**src/rtl/cpf_pkg.sv**
```systemverilog
package cpf_pkg;
  typedef enum logic [1:0] {
    RSP_ABSENT = 2'b00,
    RSP_WAIT   = 2'b01,
    RSP_GO     = 2'b10,
    RSP_LAST   = 2'b11
  } rsp_e;
endpackage

```
**src/rtl/cpf_decode.sv**
```systemverilog
module cpf_decode
  import cpf_pkg::*;
#(
  parameter int DATA_W  = 32,
  parameter int ID_W    = 4,
  parameter int ID_LSB  = 8,
  parameter int CLS_W   = 3,
  parameter int CLS_LSB = 25,
  parameter int CLS_VAL = 6
) (
  input  logic              clk,
  input  logic              rst,
  input  logic              adv,
  input  logic              hold,
  input  logic [DATA_W-1:0] instr,
  input  logic [ID_W-1:0]   cp_id,
  output logic              match_q,
  output rsp_e              resp_q
);
  localparam logic [DATA_W-1:0] CLS_MASK = DATA_W'(((1 << CLS_W) - 1)) << CLS_LSB;
  localparam logic [DATA_W-1:0] ID_MASK  = DATA_W'(((1 << ID_W) - 1)) << ID_LSB;
  localparam logic [DATA_W-1:0] CLS_PAT  = DATA_W'(CLS_VAL) << CLS_LSB;

  logic [DATA_W-1:0] pattern;
  logic              hit;

  // Mask-compare uses the whole word: class field plus coprocessor number.
  always_comb begin
    pattern = CLS_PAT | (DATA_W'(cp_id) << ID_LSB);
    hit     = ((instr & (CLS_MASK | ID_MASK)) == pattern);
  end

  always_ff @(posedge clk) begin
    if (rst) begin
      match_q <= 1'b0;
      resp_q  <= RSP_ABSENT;
    end else if (adv && !hold) begin
      match_q <= hit;
      resp_q  <= hit ? RSP_GO : RSP_ABSENT;
    end
  end
endmodule

```
**src/rtl/cpf_execute.sv**
```systemverilog
module cpf_execute
  import cpf_pkg::*;
#(
  parameter int LEN_W = 4
) (
  input  logic             clk,
  input  logic             rst,
  input  logic             adv,
  input  logic             cancel,
  input  logic             pass,
  input  logic             dec_match,
  input  logic [LEN_W-1:0] len,
  output rsp_e             resp_q
);
  logic [LEN_W-1:0] cnt_q;
  logic [LEN_W-1:0] cnt_nxt;
  logic             first_q;

  always_comb cnt_nxt = cnt_q + 1'b1;

  always_ff @(posedge clk) begin
    if (rst || cancel) begin
      resp_q  <= RSP_ABSENT;
      cnt_q   <= '0;
      first_q <= 1'b0;
    end else if (adv) begin
      cnt_q   <= '0;
      first_q <= dec_match;
      if (dec_match) resp_q <= (len == '0) ? RSP_LAST : RSP_GO;
      else           resp_q <= RSP_ABSENT;
    end else if (first_q && !pass) begin
      resp_q  <= RSP_ABSENT;
      cnt_q   <= '0;
      first_q <= 1'b0;
    end else if (resp_q == RSP_GO) begin
      cnt_q   <= cnt_nxt;
      resp_q  <= (cnt_nxt == len) ? RSP_LAST : RSP_GO;
      first_q <= 1'b0;
    end else begin
      resp_q  <= RSP_ABSENT;
      cnt_q   <= '0;
      first_q <= 1'b0;
    end
  end
endmodule

```
**src/rtl/cop_follower.sv**
```systemverilog
module cop_follower
  import cpf_pkg::*;
#(
  parameter int DATA_W  = 32,
  parameter int ID_W    = 4,
  parameter int LEN_W   = 4,
  parameter int ID_LSB  = 8,
  parameter int CLS_W   = 3,
  parameter int CLS_LSB = 25,
  parameter int CLS_VAL = 6
) (
  input  logic              clk,
  input  logic              rst,
  input  logic              adv_n,
  input  logic [DATA_W-1:0] instr,
  input  logic [ID_W-1:0]   cp_id,
  input  logic [LEN_W-1:0]  xfer_len,
  input  logic              pass,
  input  logic              cancel,
  output logic [1:0]        dec_resp,
  output logic [1:0]        exe_resp
);
  logic adv;
  logic dec_match;
  rsp_e dec_rsp;
  rsp_e exe_rsp;

  assign adv = ~adv_n;

  cpf_decode #(
    .DATA_W(DATA_W), .ID_W(ID_W), .ID_LSB(ID_LSB),
    .CLS_W(CLS_W), .CLS_LSB(CLS_LSB), .CLS_VAL(CLS_VAL)
  ) u_dec (
    .clk(clk), .rst(rst), .adv(adv), .hold(cancel),
    .instr(instr), .cp_id(cp_id),
    .match_q(dec_match), .resp_q(dec_rsp)
  );

  cpf_execute #(.LEN_W(LEN_W)) u_exe (
    .clk(clk), .rst(rst), .adv(adv), .cancel(cancel), .pass(pass),
    .dec_match(dec_match), .len(xfer_len), .resp_q(exe_rsp)
  );

  assign dec_resp = dec_rsp;
  assign exe_resp = exe_rsp;
endmodule

```
**config.mk**
```make
export PLATFORM = sky130hd
export DESIGN_NAME = cop_follower
export DESIGN_NICKNAME = d
export VERILOG_FILES = /design/src/rtl/cpf_pkg.sv /design/src/rtl/cpf_decode.sv /design/src/rtl/cpf_execute.sv /design/src/rtl/cop_follower.sv
export SDC_FILE = /design/constraint.sdc
export NUM_CORES = 1
export LEC_CHECK = 0
export CELL_PAD_IN_SITES_DETAIL_PLACEMENT = 1
export CELL_PAD_IN_SITES_GLOBAL_PLACEMENT = 1
export CORE_MARGIN = 5
export CORE_UTILIZATION = 18
export CTS_CLUSTER_SIZE = 10
export DETAILED_ROUTE_END_ITERATION = 8
export PLACE_DENSITY_LB_ADDON = 0.1
export SYNTH_ARGS = -nofsm -noshare
export SYNTH_HDL_FRONTEND = slang
export SYNTH_SLANG_ARGS = --single-unit
```
**constraint.sdc**
```tcl
create_clock -name clk -period 4.1 [get_ports clk]
set_clock_uncertainty 0.15 [all_clocks]
set_input_delay 0.82 -clock clk [delete_from_list [all_inputs] [get_ports clk]]
set_output_delay 0.82 -clock clk [all_outputs]
set_load 0.005 [all_outputs]
```
==> results of run 1 <==
[sequential cells by signal, indices dropped and copies added, names as in the netlist]
name,count
u_exe.cnt_q,4
u_dec.resp_q,1
u_exe.resp_q,2
u_exe.first_q,1
[area by class of cell]
type | instances | area [µm²] | share of cell area
multi-input cells | 34 | 245 | 0.357
repair buffers | 22 | 220 | 0.321
inverters | 1 | 3.75 | 0.00546
well taps | 28 | 35.0 | 0.0510
flip-flops and latches | 8 | 160 | 0.233
clock buffers | 3 | 22.5 | 0.0328
[path summary, 6_finish.rpt]
kind / start / to / slack (ns) / cells past startpoint
hold reg to reg: u_exe.cnt_q[0] / u_exe.cnt_q[0] / 0.34 / 1
hold / removal: u_exe.cnt_q[0] / u_exe.cnt_q[0] / 0.34 / 1
setup reg to reg: u_exe.cnt_q[0] / u_exe.resp_q[0] / 2.62 / 5
setup / recovery: u_dec.resp_q[1] / dec_resp[1] / 2.03 / 1
[metal layers]
layer  vias to the layer above  wire length, µm  share of wire
met1                       164              437           0.43
met2                        19              462           0.45
met5                         -                0              0
met4                         0                0              0
met3                         0              124           0.12
li1                        197                -              -
[logic make-up (layout without fill, tap and decap cells)]
family / after synthesis / after routing
xor gates and xnor gates: 10 / 10
buffers and inverters: 3 / 26
adders and majority gates: 1 / 1
and+or+nand+nor: 18 / 18
other: 1 / 1
AOI/OAI and AO/OA: 4 / 4
DFF: 8 / 8
[power groups by stage]
stage | registers [mW] | logic, mW | clock network, mW
finish | 0.0779 | 0.0292 | 0.0587
global route | 0.0778 | 0.0317 | 0.0659
CTS | 0.0778 | 0.0297 | 0.0624
detailed placement | 0.0795 | 0.0296 | 0
global placement | 0.0795 | 0.0291 | 0
floorplan | 0.0795 | 0.00803 | 0
[cell usage in the layout (no fill, tap or decap), drive strengths merged, types with 2 or more instances in the layout]
master,synthesis,final
nand2b,2,2
xnor2,6,6
clkdlybuf4s50,0,22
xor2,3,3
nor2,5,5
a211oi,2,2
nand3,2,2
nor3,2,2
clkbuf,0,3
dfxtp,8,8
nand4b,3,3
[through the flow]
step / hold slack, ns / std cells / power (mW) / instance area, µm²
CTS: 0.340 / 96 / 0.170 / 687
global placement: 0.323 / 93 / 0.109 / 664
global route: 0.381 / 96 / 0.175 / 687
finish: 0.342 / 96 / 0.166 / 687
detailed placement: 0.327 / 93 / 0.109 / 664
floorplan: 0.290 / 45 / 0.0875 / 424
==> metrics.md, run 1 <==
| Metric | Value |
|---|---|
| Most common library cells after synthesis | dfxtp_1 (8), xnor2_1 (6), nor2_1 (5), nand4b_1 (3), xor2_1 (3) |
| Status | completed |
| Seq cells post-synth | 8 |
| I/O pin count | 49 |
| Routed vias | 380 |
| Sw power | 33.4 µW |
| Post-synth top flop | dfxtp_1 |
| TNS Setup | 0 ns |
| Flop pwr share | 0.470 |
| Synth cell types | 20 |
| Met1 Use GR | 0.0696 |
| Mapped Cells | 45 |
| Family with the most delay on the worst path | buffers and inverters |
| Clock sink total | 8 |
| Crit path DAT | 1.10 ns |
| Gr busiest metal | met2 |
| Clock root cell | clkbuf_4 |
| Worst Setup End Kind | output port |
| Clk network pwr share | 0.354 |
| Hold Vio Cnt, Final | 0 |
| Nature of the critical path startpoint | register |
| Max Cap Viol | 0 |
| Final Critical Period | 2.07 ns |
| CP peak stage delay | 0.51 ns |
| CP Cell Sequence | clkdlybuf4s50_1 |
| WP data required | 3.13 ns |
| Fill cells | 265 |
| Syn Nets | 91 |
| Crit Path Class | register to output port |
| # rows | 17 |
| CTS buffer count | 3 |
| CTS tree | built |
| Synth area leader | dfxtp_1 |
| DIE WIDTH | 58.5 µm |
| Synth Area in Compound Gates | 0.0590 |
| Hold buffer count at cts | 0 |
| Htree depth | 1 |
| Grt total ovfl | 0 |
| Max Freq | 483 MHz |
| Vias per std cell | 3.96 |
| Worst-path fanout max | 3 |
| Core ar. | 2230 µm² |
| Post-Synth Simple-Gate Area | 0.239 |
| Worst min-delay path class | register to register |
| Full die area | 3430 µm² |
| Layout cells sized above 1 | 0.0441 |
| Synth top area share | 0.378 |
| Clock transition at path regs | 0.05 ns |
| CP max-delay cell | clkdlybuf4s50_1 |
| Post-route antenna net violation count | 0 |
| Drt drc | 0 |
| Mean area per synthesized cell | 9.43 µm² |
| Buffers & Inverters on Critical Path | 1 |
| Main combinational cell family by area after synthesis | XOR/XNOR gates |
| VDD IR-drop max | 0.0958 mV |
| Dpl ws | 1.77 ns |
| Post-synth EDFFs | 0 |
| Synth Area in Adders | 0.0295 |
| Met2 Use GR | 0.104 |
| Post_cts resized | 0 |
| DR WL/cell | 10.7 µm |
| Placer congestion estimate | 0.601 |
| 1st-iter DRT viols | 5 |
| Total track usage | 0.0652 |
| PwrDens | 241 nW/µm² |
| Initial antenna violation count | 0 |
| Max Slew Vio Count | 0 |
| Mapped cell area | 424 µm² |
| Die height | 58.5 µm |
| Number of global-route vias before repair | 409 |
| Sw frac | 0.202 |
| Setup violations, final | 0 |
| Diode count | 0 |
| Synthesis-to-layout area growth | 61.9% |
| Yosys warning total | 0 |
| Area share of xor/xnor cells in the synthesized design | 0.242 |
| Top cells by area, synth | dfxtp_1 (38%), xnor2_1 (12%), nand4b_1 (6.2%) |
| Core Util, Final | 0.308 |
| Final worst setup slack | 2.03 ns |
| Leakage | 0.244 nW |
| Comb power frac | 0.176 |
| Sequential-to-total area share from yosys stat | 0.378 |
| Max Buffers Root-to-Sink | 2 |
| Met3 Usage GRT | 0.0504 |
| Mux cell area share after synthesis | 0 |
| Pre-Repair DR Iteration Count | 3 |
| Nets | 116 |
| Initial Util | 0.190 |
| Fin crit share | 0.505 |
| P_int | 132 µW |
| # port buffers | 22 |
| Clock Latency Late Sink | 0.25 ns |
| Final WL | 1020 µm |
| RSZ-0062 raised after global routing | no |
| First-pass GRT wire length | 1700 µm |
| Largest net degree at the start of global routing | 7 |
| Asr flop ratio synth | 0 |
| Setup Buffers After CTS | 0 |
| Count leader, synth | dfxtp_1 |
Power figures use the tool's default switching activity.
==> inputs of run 2 (changes only) <==
--- a/config.mk
+++ b/config.mk
@@ -8,7 +8,7 @@
 export CELL_PAD_IN_SITES_DETAIL_PLACEMENT = 1
 export CELL_PAD_IN_SITES_GLOBAL_PLACEMENT = 1
 export CORE_MARGIN = 5
-export CORE_UTILIZATION = 18
+export CORE_UTILIZATION = 15
 export CTS_CLUSTER_SIZE = 10
 export DETAILED_ROUTE_END_ITERATION = 8
 export PLACE_DENSITY_LB_ADDON = 0.1
==> constraint.sdc (replaced) <==
create_clock -name clk -period 1.8 [get_ports clk]
set_clock_uncertainty 0.15 [all_clocks]
set_input_delay 0.36 -clock clk [delete_from_list [all_inputs] [get_ports clk]]
set_output_delay 0.36 -clock clk [all_outputs]
set_load 0.005 [all_outputs]
==> run 2 against run 1 <==
Power grew 140%; worst hold slack lost 0.016 ns; utilization shrank 4.9 points; cell count grew 5.2%; combinational power grew 140%; clock power grew 150%; register-to-register slack lost 2.3 ns; critical path depth is the same; global-route usage shrank 0.18 points; sequential power grew 130%; clock-buffer cell count is the same; critical endpoint unchanged; largest power group unchanged; highest routed layer is now met4.
==> metrics.md, run 2 (synthesis gave the netlist of run 1 again) <==
| Metric | Value |
|---|---|
| Status | completed |
| Cells on Worst Hold Path | 1 |
| Diode count | 0 |
| Max Buffers Root-to-Sink | 2 |
| Setup violations, final | 0 |
| Grt total ovfl | 0 |
| Post-route antenna net violation count | 0 |
| Total track usage | 0.0633 |
| R2R Setup Slk | 0.33 ns |
| Drt drc | 0 |
| Register with the most flip-flops | u_exe.cnt_q |
| Clock Latency Late Sink | 0.26 ns |
| R2r worst-path depth | 5 |
| Final instance area | 706 µm² |
| Clock root cell | clkbuf_4 |
| Fin crit share | 0.897 |
| PwrDens | 554 nW/µm² |
| RSZ-0062 raised after global routing | no |
| Crit Path Class | register to output port |
| # rows | 19 |
| Post_cts resized | 0 |
| R2r startpoint | u_exe.cnt_q[0] |
| CP max-delay cell | clkdlybuf4s50_1 |
| CTS tree | built |
| Die height | 63.2 µm |
| Final WL | 1140 µm |
| Clock sink total | 8 |
| Fill cells | 329 |
| Final Critical Period | 1.61 ns |
| Initial antenna violation count | 0 |
| VDD IR-drop max | 0.206 mV |
| Commonest non-fill, non-tap cell in the layout | clkdlybuf4s50_1 |
| Layout cells sized above 1 | 0.0714 |
| Number of global-route vias before repair | 419 |
| Reg-to-reg endpoint | u_exe.resp_q[0] |
| Worst min-delay path class | register to register |
| Max Cap Viol | 0 |
| First-pass GRT wire length | 1880 µm |
| Regs by FF count | u_exe.cnt_q (4), u_exe.resp_q (2) |
| Highest-count cells in the layout ignoring fill and taps | clkdlybuf4s50_1 (22), dfxtp_1 (8), xnor2_1 (6) |
| Hold Vio Cnt, Final | 0 |
| Min-Delay Endpoint | u_exe.cnt_q[0] |
| Initial Util | 0.155 |
| Hold_sp | u_exe.cnt_q[0] |
| Setup Buffers After CTS | 0 |
| CP Cell Sequence | clkdlybuf4s50_1 |
| Vias per std cell | 3.92 |
| DR WL/cell | 11.2 µm |
| Routed vias | 396 |
| Clock transition at path regs | 0.06 ns |
| Buffers & Inverters on Critical Path | 1 |
| Leakage | 0.254 nW |
| # port buffers | 22 |
| CTS buffer count | 3 |
| Family with the most delay on the worst path | buffers and inverters |
| Placed Instance Area | 683 µm² |
| Nets | 118 |
| Nature of the critical path startpoint | register |
| Htree depth | 1 |
| Placer congestion estimate | 0.606 |
| Max Slew Vio Count | 0 |
| DIE WIDTH | 63.2 µm |
| Worst Setup End Kind | output port |
| I/O pin count | 49 |
| Largest net degree at the start of global routing | 5 |
| Core ar. | 2730 µm² |
| Synthesis-to-layout area growth | 66.4% |
| Max Freq | 619 MHz |
| Full die area | 3990 µm² |
| WP data required | 1.29 ns |
| Worst-path fanout max | 3 |
| Crit path DAT | 1.10 ns |
| Pre-Repair DR Iteration Count | 2 |
| 1st-iter DRT viols | 10 |
| Largest register FFs | 4 |
| CP peak stage delay | 0.51 ns |
| Hold buffer count at cts | 0 |
| CP startpoint | u_dec.resp_q[1] |
| Fin Hold WS | 0.325 ns |
run 2: final cells by class:
| type | instances | area [µm²] | share of cell area |
|---|---|---|---|
| Multi-Input combinational cell | 34 | 245 | 0.348 |
| Tap cell | 31 | 38.8 | 0.0550 |
| Sequential cell | 8 | 160 | 0.227 |
| Clock buffer | 3 | 22.5 | 0.0319 |
| Inverter | 1 | 3.75 | 0.00532 |
| Timing Repair Buffer | 24 | 235 | 0.333 |
run 2: where the power goes:
| part | internal (mW) | switching, mW |
|---|---|---|
| clock | 0.0767 | 0.0674 |
| combinational | 0.0509 | 0.0186 |
| sequential | 0.177 | 0.0000438 |
run 2: stage by stage:
stage	cells	power (mW)	setup TNS (ns)	util	setup slack, ns
global route	101	0.406	0	0.258	0.0915
floorplan	45	0.199	0	-	0.433
CTS	101	0.400	0	0.258	0.170
global placement	98	0.251	-0.191	0.250	-0.0531
finish	101	0.391	0	0.258	0.186
detailed placement	98	0.251	-0.156	0.250	-0.0588
run 2: how the worst max path moves through the flow:
stage	to	slack (ns)	depth (start not counted)
floorplan	u_exe.resp_q[0]	0.43	5
CTS	dec_resp[1]	0.17	1
global placement	u_dec.resp_q[1]	-0.05	5
detailed placement	u_dec.resp_q[1]	-0.06	5
global route	u_dec.resp_q[1]	0.09	5
finish	dec_resp[1]	0.19	1
run 2: routing by layer:
metal  routed length [µm]  track usage  part of all wire
met1                  488       0.0623              0.43
met3                  103       0.0284             0.091
met5                    0            0                 0
met4                   49       0.0623             0.043
met2                  493       0.0962              0.43
